[src/rtl/duart_irq_pkg.sv]
package duart_irq_pkg;

  localparam int unsigned NCH    = 2;
  localparam int unsigned BYTE_W = 8;
  localparam int unsigned NIB_W  = BYTE_W / 2;

  // per-channel register offsets, added to the channel base
  localparam logic [11:0] OFS_MODE = 12'h000;
  localparam logic [11:0] OFS_STAT = 12'h020;
  localparam logic [11:0] OFS_CMD  = 12'h050;
  localparam logic [11:0] OFS_RXD  = 12'h060;
  localparam logic [11:0] OFS_TXD  = 12'h070;

  // shared interrupt registers
  localparam logic [11:0] ADR_ISR_ALL = 12'h390;
  localparam logic [11:0] ADR_ISR_LO  = 12'h320;
  localparam logic [11:0] ADR_ISR_HI  = 12'h340;
  localparam logic [11:0] ADR_IMR_ALL = 12'h3A0;
  localparam logic [11:0] ADR_IMR_LO  = 12'h330;
  localparam logic [11:0] ADR_IMR_HI  = 12'h350;

  // bit positions inside a channel nibble of the shared bytes
  localparam int unsigned BIT_TX = 0;
  localparam int unsigned BIT_RX = 1;

  // sticky drop flag in the command byte
  localparam int unsigned CMD_OVR_BIT = 7;

  function automatic logic [11:0] chan_base(input int unsigned ch);
    return 12'(12'h100 * (ch + 1));
  endfunction

endpackage

[src/rtl/duart_chan_regs.sv]
module duart_chan_regs
  import duart_irq_pkg::*;
#(
  parameter int unsigned ADDR_W = 16,
  parameter logic [11:0] BASE   = 12'h100
) (
  input  logic              clk,
  input  logic              rst_n,
  input  logic [ADDR_W-1:0] addr,
  input  logic              wr,
  input  logic              rd,
  input  logic [BYTE_W-1:0] wdata,
  input  logic              rx_valid,
  input  logic [BYTE_W-1:0] rx_data,
  input  logic              rx_full,
  input  logic              tx_ready,
  input  logic              tx_empty,
  output logic              rx_ready,
  output logic              tx_valid,
  output logic [BYTE_W-1:0] tx_data,
  output logic              tx_wr,
  output logic [BYTE_W-1:0] rd_val
);

  localparam logic [ADDR_W-1:0] A_MODE = ADDR_W'(BASE + OFS_MODE);
  localparam logic [ADDR_W-1:0] A_STAT = ADDR_W'(BASE + OFS_STAT);
  localparam logic [ADDR_W-1:0] A_CMD  = ADDR_W'(BASE + OFS_CMD);
  localparam logic [ADDR_W-1:0] A_RXD  = ADDR_W'(BASE + OFS_RXD);
  localparam logic [ADDR_W-1:0] A_TXD  = ADDR_W'(BASE + OFS_TXD);

  logic [BYTE_W-1:0] mode_q, mode_d;
  logic [BYTE_W-1:0] cmd_q, cmd_d;
  logic              mode_en, cmd_en, drop;
  logic              hit_mode, hit_stat, hit_cmd, hit_rxd, hit_txd;

  assign hit_mode = (addr == A_MODE);
  assign hit_stat = (addr == A_STAT);
  assign hit_cmd  = (addr == A_CMD);
  assign hit_rxd  = (addr == A_RXD);
  assign hit_txd  = (addr == A_TXD);

  // data path handshakes
  assign tx_wr    = wr & hit_txd;
  assign tx_valid = tx_wr & tx_ready;
  assign tx_data  = wdata;
  assign drop     = tx_wr & ~tx_ready;
  assign rx_ready = rd & hit_rxd & rx_valid;

  // next state
  always_comb begin
    mode_en = wr & hit_mode;
    mode_d  = wdata;
    cmd_en  = (wr & hit_cmd) | drop;
    cmd_d   = cmd_q;
    if (wr & hit_cmd) begin
      cmd_d = wdata;
    end else if (drop) begin
      cmd_d[CMD_OVR_BIT] = 1'b1;
    end
  end

  always_ff @(posedge clk or negedge rst_n) begin
    if (!rst_n) begin
      mode_q <= '0;
    end else if (mode_en) begin
      mode_q <= mode_d;
    end
  end

  always_ff @(posedge clk or negedge rst_n) begin
    if (!rst_n) begin
      cmd_q <= '0;
    end else if (cmd_en) begin
      cmd_q <= cmd_d;
    end
  end

  // read value, zero when this channel is not addressed
  always_comb begin
    rd_val = '0;
    if (hit_mode) rd_val = mode_q;
    if (hit_cmd)  rd_val = cmd_q;
    if (hit_stat) rd_val = {{(BYTE_W-4){1'b0}}, tx_empty, tx_ready, rx_full, rx_valid};
    if (hit_rxd)  rd_val = rx_valid ? rx_data : '0;
  end

endmodule

[src/rtl/duart_irq_core.sv]
module duart_irq_core
  import duart_irq_pkg::*;
#(
  parameter int unsigned ADDR_W   = 16,
  parameter int unsigned TICK_DIV = 2
) (
  input  logic              clk,
  input  logic              rst_n,
  input  logic [ADDR_W-1:0] addr,
  input  logic              wr,
  input  logic [BYTE_W-1:0] wdata,
  input  logic              tick,
  input  logic [NCH-1:0]    rx_valid,
  input  logic [NCH-1:0]    rx_pop,
  input  logic [NCH-1:0]    tx_wr,
  output logic [BYTE_W-1:0] isr,
  output logic [BYTE_W-1:0] imr,
  output logic [BYTE_W-1:0] rd_val,
  output logic              irq
);

  localparam int unsigned CNT_W = (TICK_DIV > 2) ? $clog2(TICK_DIV) : 1;
  localparam logic [CNT_W-1:0] CNT_LAST = CNT_W'(TICK_DIV - 1);

  logic [BYTE_W-1:0] isr_q, isr_d, imr_q, imr_d, set_v, clr_v, tx_bits;
  logic [CNT_W-1:0]  cnt_q, cnt_d;
  logic              imr_en, fire, irq_q, irq_d, tx_mask_any;

  // tick divider
  always_comb begin
    fire  = 1'b0;
    cnt_d = cnt_q;
    if (tick) begin
      if (cnt_q == CNT_LAST) begin
        cnt_d = '0;
        fire  = 1'b1;
      end else begin
        cnt_d = cnt_q + 1'b1;
      end
    end
  end

  always_ff @(posedge clk or negedge rst_n) begin
    if (!rst_n) begin
      cnt_q <= '0;
    end else if (tick) begin
      cnt_q <= cnt_d;
    end
  end

  // mask register with nibble windows
  always_comb begin
    imr_en = 1'b0;
    imr_d  = imr_q;
    if (wr) begin
      if (addr == ADDR_W'(ADR_IMR_ALL)) begin
        imr_en = 1'b1;
        imr_d  = wdata;
      end else if (addr == ADDR_W'(ADR_IMR_LO)) begin
        imr_en = 1'b1;
        imr_d  = {imr_q[BYTE_W-1:NIB_W], wdata[NIB_W-1:0]};
      end else if (addr == ADDR_W'(ADR_IMR_HI)) begin
        imr_en = 1'b1;
        imr_d  = {wdata[NIB_W-1:0], imr_q[NIB_W-1:0]};
      end
    end
  end

  always_ff @(posedge clk or negedge rst_n) begin
    if (!rst_n) begin
      imr_q <= '0;
    end else if (imr_en) begin
      imr_q <= imr_d;
    end
  end

  // status set/clear: clear wins over set in the same cycle
  always_comb begin
    set_v   = '0;
    clr_v   = '0;
    tx_bits = '0;
    for (int c = 0; c < NCH; c++) begin
      tx_bits[c*NIB_W + BIT_TX] = 1'b1;
      if (rx_valid[c] && imr_q[c*NIB_W + BIT_RX] && !rx_pop[c]) set_v[c*NIB_W + BIT_RX] = 1'b1;
      if (rx_pop[c]) clr_v[c*NIB_W + BIT_RX] = 1'b1;
      if (tx_wr[c])  clr_v[c*NIB_W + BIT_TX] = 1'b1;
    end
    tx_mask_any = |(imr_q & tx_bits);
    if (fire && tx_mask_any) set_v = set_v | tx_bits;
    isr_d = (isr_q | set_v) & ~clr_v;
  end

  always_ff @(posedge clk or negedge rst_n) begin
    if (!rst_n) begin
      isr_q <= '0;
    end else begin
      isr_q <= isr_d;
    end
  end

  assign irq_d = |(isr_q & imr_q);

  always_ff @(posedge clk or negedge rst_n) begin
    if (!rst_n) begin
      irq_q <= 1'b0;
    end else begin
      irq_q <= irq_d;
    end
  end

  always_comb begin
    rd_val = '0;
    if (addr == ADDR_W'(ADR_ISR_ALL)) rd_val = isr_q;
    if (addr == ADDR_W'(ADR_ISR_LO))  rd_val = {{NIB_W{1'b0}}, isr_q[NIB_W-1:0]};
    if (addr == ADDR_W'(ADR_ISR_HI))  rd_val = {{NIB_W{1'b0}}, isr_q[BYTE_W-1:NIB_W]};
    if (addr == ADDR_W'(ADR_IMR_ALL)) rd_val = imr_q;
    if (addr == ADDR_W'(ADR_IMR_LO))  rd_val = {{NIB_W{1'b0}}, imr_q[NIB_W-1:0]};
    if (addr == ADDR_W'(ADR_IMR_HI))  rd_val = {{NIB_W{1'b0}}, imr_q[BYTE_W-1:NIB_W]};
  end

  assign isr = isr_q;
  assign imr = imr_q;
  assign irq = irq_q;

endmodule

[src/rtl/duart_irq_regs.sv]
module duart_irq_regs
  import duart_irq_pkg::*;
#(
  parameter int unsigned ADDR_W   = 16,
  parameter int unsigned TICK_DIV = 2
) (
  input  logic                  clk,
  input  logic                  rst_n,
  input  logic [ADDR_W-1:0]     bus_addr,
  input  logic                  bus_wr,
  input  logic                  bus_rd,
  input  logic [7:0]            bus_wdata,
  output logic [7:0]            bus_rdata,
  input  logic [1:0]            rx_valid,
  input  logic [15:0]           rx_data,
  input  logic [1:0]            rx_full,
  output logic [1:0]            rx_ready,
  output logic [1:0]            tx_valid,
  output logic [15:0]           tx_data,
  input  logic [1:0]            tx_ready,
  input  logic [1:0]            tx_empty,
  input  logic                  tick,
  output logic                  irq
);

  logic [BYTE_W-1:0] ch_rdv [NCH];
  logic [NCH-1:0]    tx_wr;
  logic [BYTE_W-1:0] core_rdv, isr, imr, rd_mux, rdata_q, rdata_d;

  for (genvar c = 0; c < NCH; c++) begin : g_ch
    duart_chan_regs #(
      .ADDR_W (ADDR_W),
      .BASE   (chan_base(c))
    ) u_ch (
      .clk      (clk),
      .rst_n    (rst_n),
      .addr     (bus_addr),
      .wr       (bus_wr),
      .rd       (bus_rd),
      .wdata    (bus_wdata),
      .rx_valid (rx_valid[c]),
      .rx_data  (rx_data[c*BYTE_W +: BYTE_W]),
      .rx_full  (rx_full[c]),
      .tx_ready (tx_ready[c]),
      .tx_empty (tx_empty[c]),
      .rx_ready (rx_ready[c]),
      .tx_valid (tx_valid[c]),
      .tx_data  (tx_data[c*BYTE_W +: BYTE_W]),
      .tx_wr    (tx_wr[c]),
      .rd_val   (ch_rdv[c])
    );
  end

  duart_irq_core #(
    .ADDR_W   (ADDR_W),
    .TICK_DIV (TICK_DIV)
  ) u_core (
    .clk      (clk),
    .rst_n    (rst_n),
    .addr     (bus_addr),
    .wr       (bus_wr),
    .wdata    (bus_wdata),
    .tick     (tick),
    .rx_valid (rx_valid),
    .rx_pop   (rx_ready),
    .tx_wr    (tx_wr),
    .isr      (isr),
    .imr      (imr),
    .rd_val   (core_rdv),
    .irq      (irq)
  );

  // address windows are disjoint, so an OR merges the read sources
  always_comb begin
    rd_mux = core_rdv;
    for (int c = 0; c < NCH; c++) rd_mux = rd_mux | ch_rdv[c];
    rdata_d = bus_rd ? rd_mux : '0;
  end

  always_ff @(posedge clk or negedge rst_n) begin
    if (!rst_n) begin
      rdata_q <= '0;
    end else begin
      rdata_q <= rdata_d;
    end
  end

  assign bus_rdata = rdata_q;

endmodule

[config.mk]
export PLATFORM = sky130hd
export DESIGN_NAME = duart_irq_regs
export DESIGN_NICKNAME = d
export VERILOG_FILES = /design/src/rtl/duart_irq_pkg.sv /design/src/rtl/duart_chan_regs.sv /design/src/rtl/duart_irq_core.sv /design/src/rtl/duart_irq_regs.sv
export SDC_FILE = /design/constraint.sdc
export NUM_CORES = 1
export LEC_CHECK = 0
export BUFFER_PORTS_ARGS = -buffer_cell sky130_fd_sc_hd__buf_2
export CORE_ASPECT_RATIO = 0.9
export CORE_MARGIN = 1.5
export CORE_UTILIZATION = 30
export CTS_BUF_LIST = sky130_fd_sc_hd__clkbuf_8
export CTS_CLUSTER_SIZE = 12
export DETAILED_ROUTE_END_ITERATION = 6
export GPL_TIMING_DRIVEN = 0
export PLACE_DENSITY = 0.48
export SLEW_MARGIN = 10
export SYNTH_ARGS = -nofsm -noshare
export SYNTH_HDL_FRONTEND = slang
export SYNTH_SLANG_ARGS = --single-unit
[constraint.sdc]
create_clock -name clk -period 2.1 [get_ports clk]
set_input_delay 0 -clock clk [delete_from_list [all_inputs] [get_ports clk]]
set_output_delay 0 -clock clk [all_outputs]
set_load 0.1 [all_outputs]
## Yosys cells after proc, flatten, opt, wreduce, memory -nomap -nowiden

Index checks and enable logic that the tools add are counted.

| word-level totals | value |
|---|---|
| word-level logic and storage cells | 111 |
| bits in registers | 58 |
| output and inout bits | 29 |
| bits of input ports | 53 |

| operators by class | value |
|---|---|
| add/sub/neg operators | 1 |
| bitwise operators | 24 |
| eq/ne operators | 17 |
| reductions and logical operators | 19 |
| muxes and demuxes | 38 |

Operator list:

| operator | number |
|---|---|
| $eq 16x10->1 const B | 11 |
| $mux 8 | 20 |
| $eq 16x9->1 const B | 5 |
| $mux 1 | 17 |
| $and 8x8->8 | 2 |
| $or 8x8->8 | 2 |
| $and 1x1->1 | 14 |
| $not 6->8 | 1 |
| $or 8x6->8 | 1 |
| $reduce_and 2->1 | 4 |
| $reduce_bool 2->1 | 4 |
| $reduce_or 8->1 | 1 |
| $logic_and 1x1->1 | 5 |
| $mux 5 | 1 |
| $reduce_and 4->1 | 1 |
| $reduce_and 3->1 | 1 |
| $logic_not 1->1 | 2 |
| $ne 2x1->1 const B | 1 |
| $not 1->1 | 2 |
| $or 1x1->1 | 2 |
| $reduce_or 2->1 | 1 |
| $add 1x1->1 const B | 1 |

## Logic depth before layout (Yosys ltp)

Gate-level depths: netlist of the first run.

| logic depth | value |
|---|---|
| word-level depth | 10 |
| depth in mapped cells | 7 |
| gate-level depth less buffers | 5 |

## By module

A second synthesis of the first run with hierarchy kept.

| second synthesis, totals | value |
|---|---|
| cell total of the unflattened synthesis | 294 |
| area, all modules | 3206.8 sq um |

Modules (own cells, without submodules):

| module | instances | cells each | seq. area each (sq um) | area each (sq um) |
|---|---|---|---|---|
| duart_chan_regs | 2 | 88 | 400.4 | 989.7 |
| duart_irq_core | 1 | 101 | 350.3 | 949.7 |
| duart_irq_regs | 1 | 17 | 200.2 | 277.8 |

## Worst setup path after synthesis of the first run

Ideal clock, no wire load.

| path | value |
|---|---|
| path type | input to output |
| start point | in bus_addr[11] |
| end point | out rx_ready[0] |
| path slack | 217 ps |
| required time | 2100 ps |
| arrival time | 1883 ps |
| stages | 6 |
| path buffers | 3 |
| cell sequence | or4_4 -> buf_6 -> or4_1 -> buf_6 -> nor3_1 -> buf_4 |

| between the ends | value |
|---|---|
| word-level cells in the longest chain between the ends | 3 |

RTL lines:

| item | RTL line | text |
|---|---|---|
| from (decl) | duart_irq_regs.sv:9 | `input logic [ADDR_W-1:0] bus_addr,` |
| $eq 16x9->1 | duart_chan_regs.sv:39 | `assign hit_rxd = (addr == A_RXD);` |
| $and 1x1->1 (2 in series) | duart_chan_regs.sv:47 | `assign rx_ready = rd & hit_rxd & rx_valid;` |
| to (decl) | duart_irq_regs.sv:17 | `output logic [1:0] rx_ready,` |

No other way between the ends.

## Final worst setup path of the first run

| path | value |
|---|---|
| start point | in bus_addr[1] |
| end point | reg u_core.imr_q[5] (netlist: u_core.imr[5]) |

| between the ends | value |
|---|---|
| word-level cells in the longest chain between the ends | 6 |
| elaborated cells between the ends (all ways) | 11 |
| classes of those cells | eq/ne: 4; mux: 5; reduce/logical: 2 |

RTL lines:

| item | RTL line | text |
|---|---|---|
| $eq 16x10->1 | duart_irq_core.sv:62 | `end else if (addr == ADDR_W'(ADR_IMR_HI)) begin` |
| $mux 1 | duart_irq_core.sv:62 |  |
| $mux 1 | duart_irq_core.sv:59 | `end else if (addr == ADDR_W'(ADR_IMR_LO)) begin` |
| $mux 1 | duart_irq_core.sv:56 | `if (addr == ADDR_W'(ADR_IMR_ALL)) begin` |
| $mux 1 | duart_irq_core.sv:55 | `if (wr) begin` |
| $reduce_and 4->1 (no source line) | -- |  |
| to (signal assigned) | duart_irq_core.sv:73 | `imr_q <= imr_d;` |
| to (decl) | duart_irq_core.sv:25 | `logic [BYTE_W-1:0] isr_q, isr_d, imr_q, imr_d, set_v, clr_v, tx_bits;` |

Parallel ways exist; a longest one is shown, timed or not.
A chain may end at the register's enable or synchronous reset.

==> impl_metrics.tcl, run 1 <==
set metrics [dict create \
    global_route.usage.total 0.179 \
    synth-seq-cells 54 \
    placedCellCount 487 \
    post_synth.cell_area_avg_um2 11.3 \
    postLayoutSetupSlackWorst_ps 32.5 \
    design_power_total_mw 2.01 \
    setup.worst_path.start_class "input pin" \
    vias_per_cell 5.34 \
    setup.worst_path.end_class "flip-flop" \
    clk_root_buffer_cell "sky130_fd_sc_hd__clkbuf_8" \
    globalRouteOverflowTotal 0 \
    critical_path_required_ps 2290 \
    drc 0 \
    n_fill_cell 1028 \
    synthCells 278 \
    cts_sinks 54 \
    total_leakage_power_nw 1.92 \
    part_of_the_yosys_area_used_for_sequential_elements 0.430 \
    wl_per_cell_um 19.2 \
    hold_fails_final_rpt 0 \
    final_min_period_over_clock_period 0.985 \
    clkLatencyLatePin_ps 300 \
    finalSetupViolCount 0 \
    worst-path-max-fanout 10 \
    synth.top_cells.by_area "sky130_fd_sc_hd__dfrtp_1 (43%), sky130_fd_sc_hd__mux2_2 (15%), sky130_fd_sc_hd__buf_4 (4.8%)" \
    critical_path_class "in2reg" \
    synth-edff-count 0 \
    yosys.cell_types.count 50 \
    p_per_cell_area_nw_per_um2 510 \
    worst_hold_slack_ps 18.7 \
    die-area_um2 11100 \
    globalplace.congestion 0.833 \
    synthesized_nets 331 \
    synthMostInstantiatedCell "sky130_fd_sc_hd__dfrtp_1" \
    grt_first_pass_wirelength_mm 15.5 \
    num_vias 2674 \
    min-delay-path-class "in2reg" \
    yosys.area.top_type "sky130_fd_sc_hd__dfrtp_1" \
    post_synth_most_frequent_cells "sky130_fd_sc_hd__dfrtp_1 (54), sky130_fd_sc_hd__mux2_2 (41), sky130_fd_sc_hd__buf_4 (20), sky130_fd_sc_hd__a22oi_1 (14), sky130_fd_sc_hd__nor2_1 (12)" \
    synthesis.yosys.warnings 0 \
    worst-r2r-setup-slack_ps 790 \
    netlist.area_leader.share 0.430 \
    dpl.hpwl_mm 7.15 \
    outcome "finished, final reports clean" \
    cts.reportedPaths.clkPinSlew_ps 90 \
    fin_skew_ps 6.29 \
    htree_levels 2 \
    die_width_um 111 \
    final_net_count 424 \
    antenna_cells_inserted 0 \
    cts_inserted_buffers 5 \
    place_worst_setup_slack_ps -346 \
    initial_core_util 0.308 \
    iteration_0_drc_count_of_the_detailed_router 189 \
    cts-root-to-sink-buffers 2 \
    leading_register_cell_type_out_of_synthesis "sky130_fd_sc_hd__dfrtp_1" \
    synth_area_um2 3140 \
    drive_above_1_share 0.478 \
    rows 35 \
    number_of_search_and_repair_iterations_in_the_first_detailed_routing_pass 4 \
    ir_drop_mv 0.252 \
    worst_pin_slew_ps 993 \
    placement.io_buffers 80 \
    antenna_violations_before_repair 0 \
    routed_wl_mm 9.60 \
    max-cap-violations 0 \
    layout.cells.non_filler 501 \
    io-pin-count 82 \
    grt_start_max_net_pins 55 \
    async_flop_share 1.00 \
    die_height_um 100 \
    final_max_slew_viol_count 0 \
    arrival_ps 2250 \
    first_global_vias 2653 \
    tritoncts "built" \
    max_clock_freq_mhz 484 \
    unrepaired_setup_endpoints_after_global_routing "no" \
    final.min_clock_period_ps 2070 \
    layout-area-overhead-vs-synth_pct 25.4 \
    route.antenna.remaining_nets 0 \
    slew_headroom 0.332 \
    core_area_um2 10200 \
]
[logic make-up after synthesis]
logic type | Yosys count | synth area share
AOI/OAI and AO/OA | 58 | 0.146
xor gates and xnor gates | 2 | 0.00558
buffers and inverters | 36 | 0.0741
DFF | 54 | 0.430
muxes | 43 | 0.153
and+or+nand+nor | 85 | 0.191
[routing by layer]
layer | vias up | GRT usage | routed length (um)
met5 | - | 0 | 0
met4 | 0 | 0.0404 | 141
met3 | 11 | 0.0326 | 385
met2 | 67 | 0.289 | 4410
met1 | 1354 | 0.253 | 4660
li1 | 1242 | - | -
[worst max-delay path, cell delays in order]
cell and delay, ps:
sky130_fd_sc_hd__buf_2 100, sky130_fd_sc_hd__or4_4 550, sky130_fd_sc_hd__buf_6 180, sky130_fd_sc_hd__nor4_2 870
sky130_fd_sc_hd__o21ai_2 200, sky130_fd_sc_hd__mux2_2 330
[final timing paths]
check	endpoint	start	cells past startpoint
max in group asynchronous	g_ch[0].u_ch.cmd_q[7]	rst_n	2
max reg2reg	bus_rdata[4]	u_core.imr[4]	3
min reg2reg	u_core.cnt_q	u_core.cnt_q	1
min	g_ch[1].u_ch.cmd_q[7]	bus_wdata[7]	3
min in group asynchronous	g_ch[0].u_ch.cmd_q[5]	rst_n	2
max	u_core.imr[5]	bus_addr[1]	6
[registers in the layout, summed over array words and instances (netlist names)]
name              flops
u_core.imr            8
bus_rdata             8
u_core.isr            4
u_core.irq            1
g_ch.u_ch.mode_q     16
g_ch.u_ch.cmd_q      16
u_core.cnt_q          1
[cells in the final DEF (no fill, tap or decap), drive strengths merged, types with 2 or more instances in the layout]
master | synthesis | layout
buf | 24 | 109
dfrtp | 54 | 54
mux2 | 41 | 41
a32oi | 5 | 5
nor2b | 5 | 5
a222oi | 4 | 4
a311o | 2 | 2
inv | 3 | 4
or4 | 3 | 3
a31oi | 7 | 7
or4bb | 2 | 2
nor4 | 9 | 9
nor3 | 8 | 8
nand2b | 4 | 4
a32o | 3 | 3
and2 | 3 | 3
nand4b | 2 | 2
xor2 | 2 | 2
clkbuf | 8 | 13
dlygate4sd3 | 0 | 2
and3 | 4 | 4
a22oi | 14 | 14
nor2 | 14 | 14
a41oi | 3 | 3
a22o | 8 | 8
nand2 | 10 | 10
nand4 | 4 | 4
clkinv | 1 | 2
or3 | 2 | 2
mux2i | 2 | 2
a21oi | 8 | 8
nand3 | 9 | 9
[power by group]
part | leakage [nW] | switching [mW] | internal (mW)
clock | 0.0524 | 0.332 | 0.262
sequential | 0.752 | 0.0103 | 1.05
combinational | 1.12 | 0.255 | 0.100
total | 1.92 | 0.597 | 1.41
[metrics by stage]
step | cell area, um2 | utilization | setup TNS (ps)
2_1_floorplan | 3140 | - | 0
3_3_place_gp | 3700 | 0.363 | -11650
3_5_place_dp | 3710 | 0.364 | -10560
4_1_cts | 3850 | 0.377 | 0
5_1_grt | 3940 | 0.386 | 0
6_report | 3940 | 0.386 | 0
[layout make-up]
cell class | instances | area (um2) | area share
plain buffers | 31 | 214 | 0.0543
inverters | 4 | 15.0 | 0.00381
clock buffers | 6 | 82.6 | 0.0210
flip-flops and latches | 54 | 1350 | 0.343
multi-input cells | 188 | 1610 | 0.408
clock inverters | 2 | 8.76 | 0.00222
repair buffers | 87 | 499 | 0.127
well taps | 129 | 161 | 0.0410
[what timing repair did]
item                       in CTS  in global routing
setup endpoints to repair      11                 28
pin swaps                       0                  2
setup buffers                   0                  5
hold buffers                    2                  0
gates resized for setup        10                 10
hold endpoints to repair       55                  0
Power figures use the tool's default switching activity.
==> run 2, diff against run 1 <==
- PLACE_DENSITY: 0.48 -> default
==> run 2 against run 1 <==
Clock skew down 4.5 ps. Critical endpoint is now g_ch[0].u_ch.mode_q[3]. Non-clock buffer count fell by 4. Largest power group unchanged. Cell count decreased by 0.80%.
==> impl_metrics.tcl, run 2 (synthesis results as in run 1) <==
set metrics [dict create \
    critical_path_class "in2reg" \
    initial_core_util 0.308 \
    worst_pin_slew_ps 879 \
    route.antenna.remaining_nets 0 \
    layout_common_cells "sky130_fd_sc_hd__buf_2 (75), sky130_fd_sc_hd__dfrtp_1 (54), sky130_fd_sc_hd__mux2_2 (41)" \
    worst-path-max-fanout 8 \
    final_common_cell "sky130_fd_sc_hd__buf_2" \
    globalplace.congestion 0.919 \
    finalSetupViolCount 0 \
    vias_per_cell 5.40 \
    critical_path_required_ps 2300 \
    number_of_search_and_repair_iterations_in_the_first_detailed_routing_pass 6 \
    placedCellCount 487 \
    cts_inserted_buffers 5 \
    io-pin-count 82 \
    htree_levels 2 \
    multi_input_area_um2 1600 \
    final_min_period_over_clock_period 0.981 \
    cts-root-to-sink-buffers 2 \
    cts_sinks 54 \
    min-delay-path-class "in2reg" \
    die-area_um2 11100 \
    max-cap-violations 0 \
    die_height_um 100 \
    grt_start_max_net_pins 55 \
    wl_per_cell_um 18.8 \
    postLayoutSetupSlackWorst_ps 39.5 \
    setup.worst_path.end_class "flip-flop" \
    unrepaired_setup_endpoints_after_global_routing "no" \
    drive_above_1_share 0.473 \
    placement.io_buffers 80 \
    die_width_um 111 \
    layout-area-overhead-vs-synth_pct 24.4 \
    total_leakage_power_nw 1.88 \
    routed_wl_mm 9.33 \
    totalNegativeSetupSlack_ps 0 \
    globalRouteOverflowTotal 0 \
    ff_latch_area_um2 1350 \
    rows 35 \
    final.min_clock_period_ps 2060 \
    slew_headroom 0.409 \
    grt_first_pass_wirelength_mm 14.5 \
    drc 0 \
    max_clock_freq_mhz 485 \
    hold_fails_final_rpt 0 \
    first_global_vias 2612 \
    arrival_ps 2260 \
    antenna_violations_before_repair 0 \
    clk_root_buffer_cell "sky130_fd_sc_hd__clkbuf_8" \
    outcome "finished, final reports clean" \
    p_per_cell_area_nw_per_um2 517 \
    final_net_count 420 \
    final_cell_utilization_of_the_core 0.383 \
    iteration_0_drc_count_of_the_detailed_router 185 \
    ir_drop_mv 0.245 \
    clkLatencyLatePin_ps 310 \
    place_worst_setup_slack_ps -295 \
    antenna_cells_inserted 0 \
    tritoncts "built" \
    dpl.hpwl_mm 7.00 \
    layout_top_registers "g_ch.u_ch.cmd_q (16), g_ch.u_ch.mode_q (16)" \
    setup.worst_path.start_class "input pin" \
    num_vias 2685 \
    final_max_slew_viol_count 0 \
    n_fill_cell 1027 \
    cts.reportedPaths.clkPinSlew_ps 90 \
    layout.cells.non_filler 497 \
    global_route.usage.total 0.169 \
    fin_skew_ps 1.81 \
    core_area_um2 10200 \
]
-- run 2: where the power goes --
group	internal [mW]	total, mW	switching [mW]
combinational	0.101	0.354	0.253
clock	0.266	0.606	0.340
sequential	1.05	1.06	0.00815
total	1.42	2.02	0.601
-- run 2: path summary, 6_finish.rpt --
| path | start | endpoint | slack (ps) | depth (start not counted) |
|---|---|---|---|---|
| hold / removal | bus_wdata[6] | g_ch[1].u_ch.cmd_q[6] | 5 | 2 |
| min in group asynchronous | rst_n | bus_rdata[0] | 260 | 2 |
| hold reg to reg | u_core.cnt_q | u_core.cnt_q | 470 | 1 |
| setup reg to reg | u_core.isr[5] | bus_rdata[5] | 830 | 3 |
| setup / recovery | bus_addr[8] | g_ch[0].u_ch.mode_q[3] | 40 | 7 |
| max in group asynchronous | rst_n | g_ch[0].u_ch.cmd_q[2] | 1390 | 2 |
-- run 2: stage by stage --
step	area (um2)	hold WS, ps	power (mW)
floorplan	3140	-296	1.29
global placement	3700	211	1.42
detailed placement	3710	203	1.43
CTS	3870	8.39	2.03
global route	3910	28.1	2.09
finish	3910	5.49	2.02
-- run 2: timing repair --
item                                   CTS  global route
gates cloned                             0             0
setup endpoints to repair                4             7
hold buffers                             3             0
endpoints found under the hold margin   56             0
gates resized for setup                 12             6
buffers inserted                         0             0
-- run 2: area by class of cell --
cell class | count | share of cell area
plain buffers | 31 | 0.0548
clock buffers | 6 | 0.0211
clock inverters | 2 | 0.00320
inverters | 4 | 0.00384
multi-input cells | 188 | 0.410
flip-flops and latches | 54 | 0.346
well taps | 129 | 0.0413
repair buffers | 83 | 0.120
-- run 2: layer usage --
layer  global-route usage  part of all wire  vias up
li1                     -                 -     1234
met1                0.239              0.45     1319
met2                0.271              0.46      124
met3               0.0374             0.083        8
met4               0.0306            0.0062        0
met5                    0                 0        -
-- run 2: worst max-delay path, stage by stage --
cell and delay, ps:
sky130_fd_sc_hd__buf_2 140, sky130_fd_sc_hd__nor2b_1 560, sky130_fd_sc_hd__and3_1 400, sky130_fd_sc_hd__and2_0 160, sky130_fd_sc_hd__clkbuf_1 280, sky130_fd_sc_hd__nand2_1 340, sky130_fd_sc_hd__mux2_2 380
==> run 3, diff against run 2 <==
- BUFFER_PORTS_ARGS: -buffer_cell sky130_fd_sc_hd__buf_2 -> -buffer_cell sky130_fd_sc_hd__buf_4
==> run 3 against run 2 <==
Clock-buffer cell count is the same. Non-clock buffer count increased by 7. Critical path depth fell by 1. Worst hold slack got worse by 4.9 ps. First-iteration DRC count decreased by 15%. Via count rose by 2.2%. Sequential share of layout area decreased by 2.5 points. Largest power group unchanged. Largest cell class unchanged. Die area unchanged.
==> impl_metrics.tcl, run 3 (synthesis results as in run 1) <==
set metrics [dict create \
    outcome "finished, final reports clean" \
    min_from "bus_wdata[5]" \
    die-area_um2 11100 \
    critical_path_class "in2reg" \
    layout_common_cells "sky130_fd_sc_hd__buf_4 (97), sky130_fd_sc_hd__dfrtp_1 (54), sky130_fd_sc_hd__mux2_2 (41)" \
    netSwitchingPower_mw 0.606 \
    die_height_um 100 \
    io-pin-count 82 \
    grt_start_max_net_pins 55 \
    drive_above_1_share 0.464 \
    globalplace.congestion 0.945 \
    route.antenna.remaining_nets 0 \
    die_width_um 111 \
    vias_per_cell 5.45 \
    slowest_stage_delay_cp_ps 700 \
    cts_inserted_buffers 5 \
    drc 0 \
    layout_top_registers "g_ch.u_ch.cmd_q (16), g_ch.u_ch.mode_q (16)" \
    iteration_0_drc_count_of_the_detailed_router 157 \
    critical_path.slowest_cell "sky130_fd_sc_hd__nor4_4" \
    ir_drop_mv 0.321 \
    setup.worst_path.end_class "flip-flop" \
    global_route.usage.total 0.174 \
    rows 35 \
    ff_latch_area_um2 1350 \
    layout.cells.non_filler 504 \
    switching_fraction_of_total_power 0.262 \
    timing.critical_path.cells "buf_4, or4_4, buf_6, nor4_4, nand2_2, mux2_2" \
    setup.worst_path.start_class "input pin" \
    postCtsSetupBuffers 0 \
    placedCellCount 487 \
    antenna_violations_before_repair 0 \
    layout-area-overhead-vs-synth_pct 34.0 \
    p_per_cell_area_nw_per_um2 549 \
    final_net_count 427 \
    routed_wl_mm 9.57 \
    fin_skew_ps 8.94 \
    p_comb_frac 0.174 \
    final_common_cell "sky130_fd_sc_hd__buf_4" \
    tritoncts "built" \
    globalRouteOverflowTotal 0 \
    total_leakage_power_nw 1.98 \
    crit_start "bus_addr[1]" \
    clk_root_buffer_cell "sky130_fd_sc_hd__clkbuf_8" \
    slew_headroom 0.405 \
    dpl.hpwl_mm 7.11 \
    num_vias 2745 \
    final.min_clock_period_ps 2060 \
    design_power_total_mw 2.31 \
    hold_fails_final_rpt 0 \
    intPower_mw 1.70 \
    critical_path.reg2reg.startpoint "u_core.imr[4]" \
    arrival_ps 2250 \
    share_clk_of_total_power 0.367 \
    min-delay-path-class "in2reg" \
    number_of_search_and_repair_iterations_in_the_first_detailed_routing_pass 5 \
    final_max_slew_viol_count 0 \
    grt_first_pass_wirelength_mm 15.0 \
    worst_pin_slew_ps 885 \
    antenna_cells_inserted 0 \
    p_seq_frac 0.458 \
    wl_per_cell_um 19.0 \
    multi_input_area_um2 1590 \
    max-cap-violations 0 \
    max_clock_freq_mhz 486 \
    n_fill_cell 995 \
    cts-root-to-sink-buffers 2 \
    unrepaired_setup_endpoints_after_global_routing "no" \
    final_cell_utilization_of_the_core 0.412 \
    clkLatencyLatePin_ps 310 \
    finalSetupViolCount 0 \
    placement.io_buffers 80 \
    cts_sinks 54 \
    core_area_um2 10200 \
    worst-path-max-fanout 10 \
    htree_levels 2 \
    cts.reportedPaths.clkPinSlew_ps 90 \
    critical_path_required_ps 2290 \
    final_min_period_over_clock_period 0.979 \
    first_global_vias 2790 \
    initial_core_util 0.308 \
]
## run 3: cell count changes in the layout (fill, tap and decap cells not counted)
cell	change
sky130_fd_sc_hd__buf_6	+1
sky130_fd_sc_hd__buf_2	-75
sky130_fd_sc_hd__nor4_4	-1
sky130_fd_sc_hd__clkinvlp_4	-1
sky130_fd_sc_hd__bufinv_16	+2
sky130_fd_sc_hd__clkinv_2	-1
sky130_fd_sc_hd__nor4_2	+1
sky130_fd_sc_hd__dlygate4sd3_1	+7
sky130_fd_sc_hd__buf_4	+74
## run 3: metal layers
metal	wire (um)	global-route usage	part of all wire
met1	4140	0.223	0.43
met4	133	0.0454	0.014
met3	734	0.0507	0.077
met2	4560	0.290	0.48
met5	0	0	0
## run 3: cell type report
type	count	share of cell area
repair buffers	90	0.173
flip-flops and latches	54	0.321
clock inverters	2	0.0143
clock buffers	6	0.0196
plain buffers	31	0.0509
multi-input cells	188	0.378
inverters	4	0.00357
well taps	129	0.0384
## run 3: final timing paths
| check | to | slack, ps | cells past startpoint |
|---|---|---|---|
| max in group asynchronous | g_ch[1].u_ch.mode_q[3] | 1360 | 2 |
| min in group asynchronous | bus_rdata[0] | 270 | 2 |
| max | g_ch[0].u_ch.cmd_q[4] | 40 | 6 |
| min | g_ch[1].u_ch.cmd_q[5] | 0.6 | 2 |
| max reg2reg | bus_rdata[4] | 840 | 3 |
| min reg2reg | u_core.cnt_q | 480 | 1 |
## run 3: power groups by stage
stage	combinational [mW]	sequential, mW	clock [mW]
5_1_grt	0.427	1.06	0.916
6_report	0.403	1.06	0.849
2_1_floorplan	0.213	1.08	0
3_5_place_dp	0.386	1.08	0
3_3_place_gp	0.382	1.08	0
4_1_cts	0.400	1.06	0.864
## run 3: repair_timing
action                                  in CTS  in global routing
gates resized for setup                      9                  5
endpoints found under the setup margin       4                  4
hold buffers                                 8                  2
endpoints found under the hold margin       66                  3
## run 3: through the flow
| stage | hold slack [ps] | TNS (ps) | area, um2 | worst slack (ps) |
|---|---|---|---|---|
| 3_5_place_dp | 90.4 | -7910 | 3910 | -273 |
| 4_1_cts | 1.43 | 0 | 4170 | 12.2 |
| 2_1_floorplan | -296 | 0 | 3140 | 217 |
| 3_3_place_gp | 84.6 | -8740 | 3900 | -552 |
| 5_1_grt | 1.17 | 0 | 4210 | 5.23 |
| 6_report | 0.601 | 0 | 4210 | 44.0 |
## run 3: critical path, delay by kind of cell
kind	cells	cell delay [ps]
buf+inv	2	290
simple gates	3	1590
mux	1	360
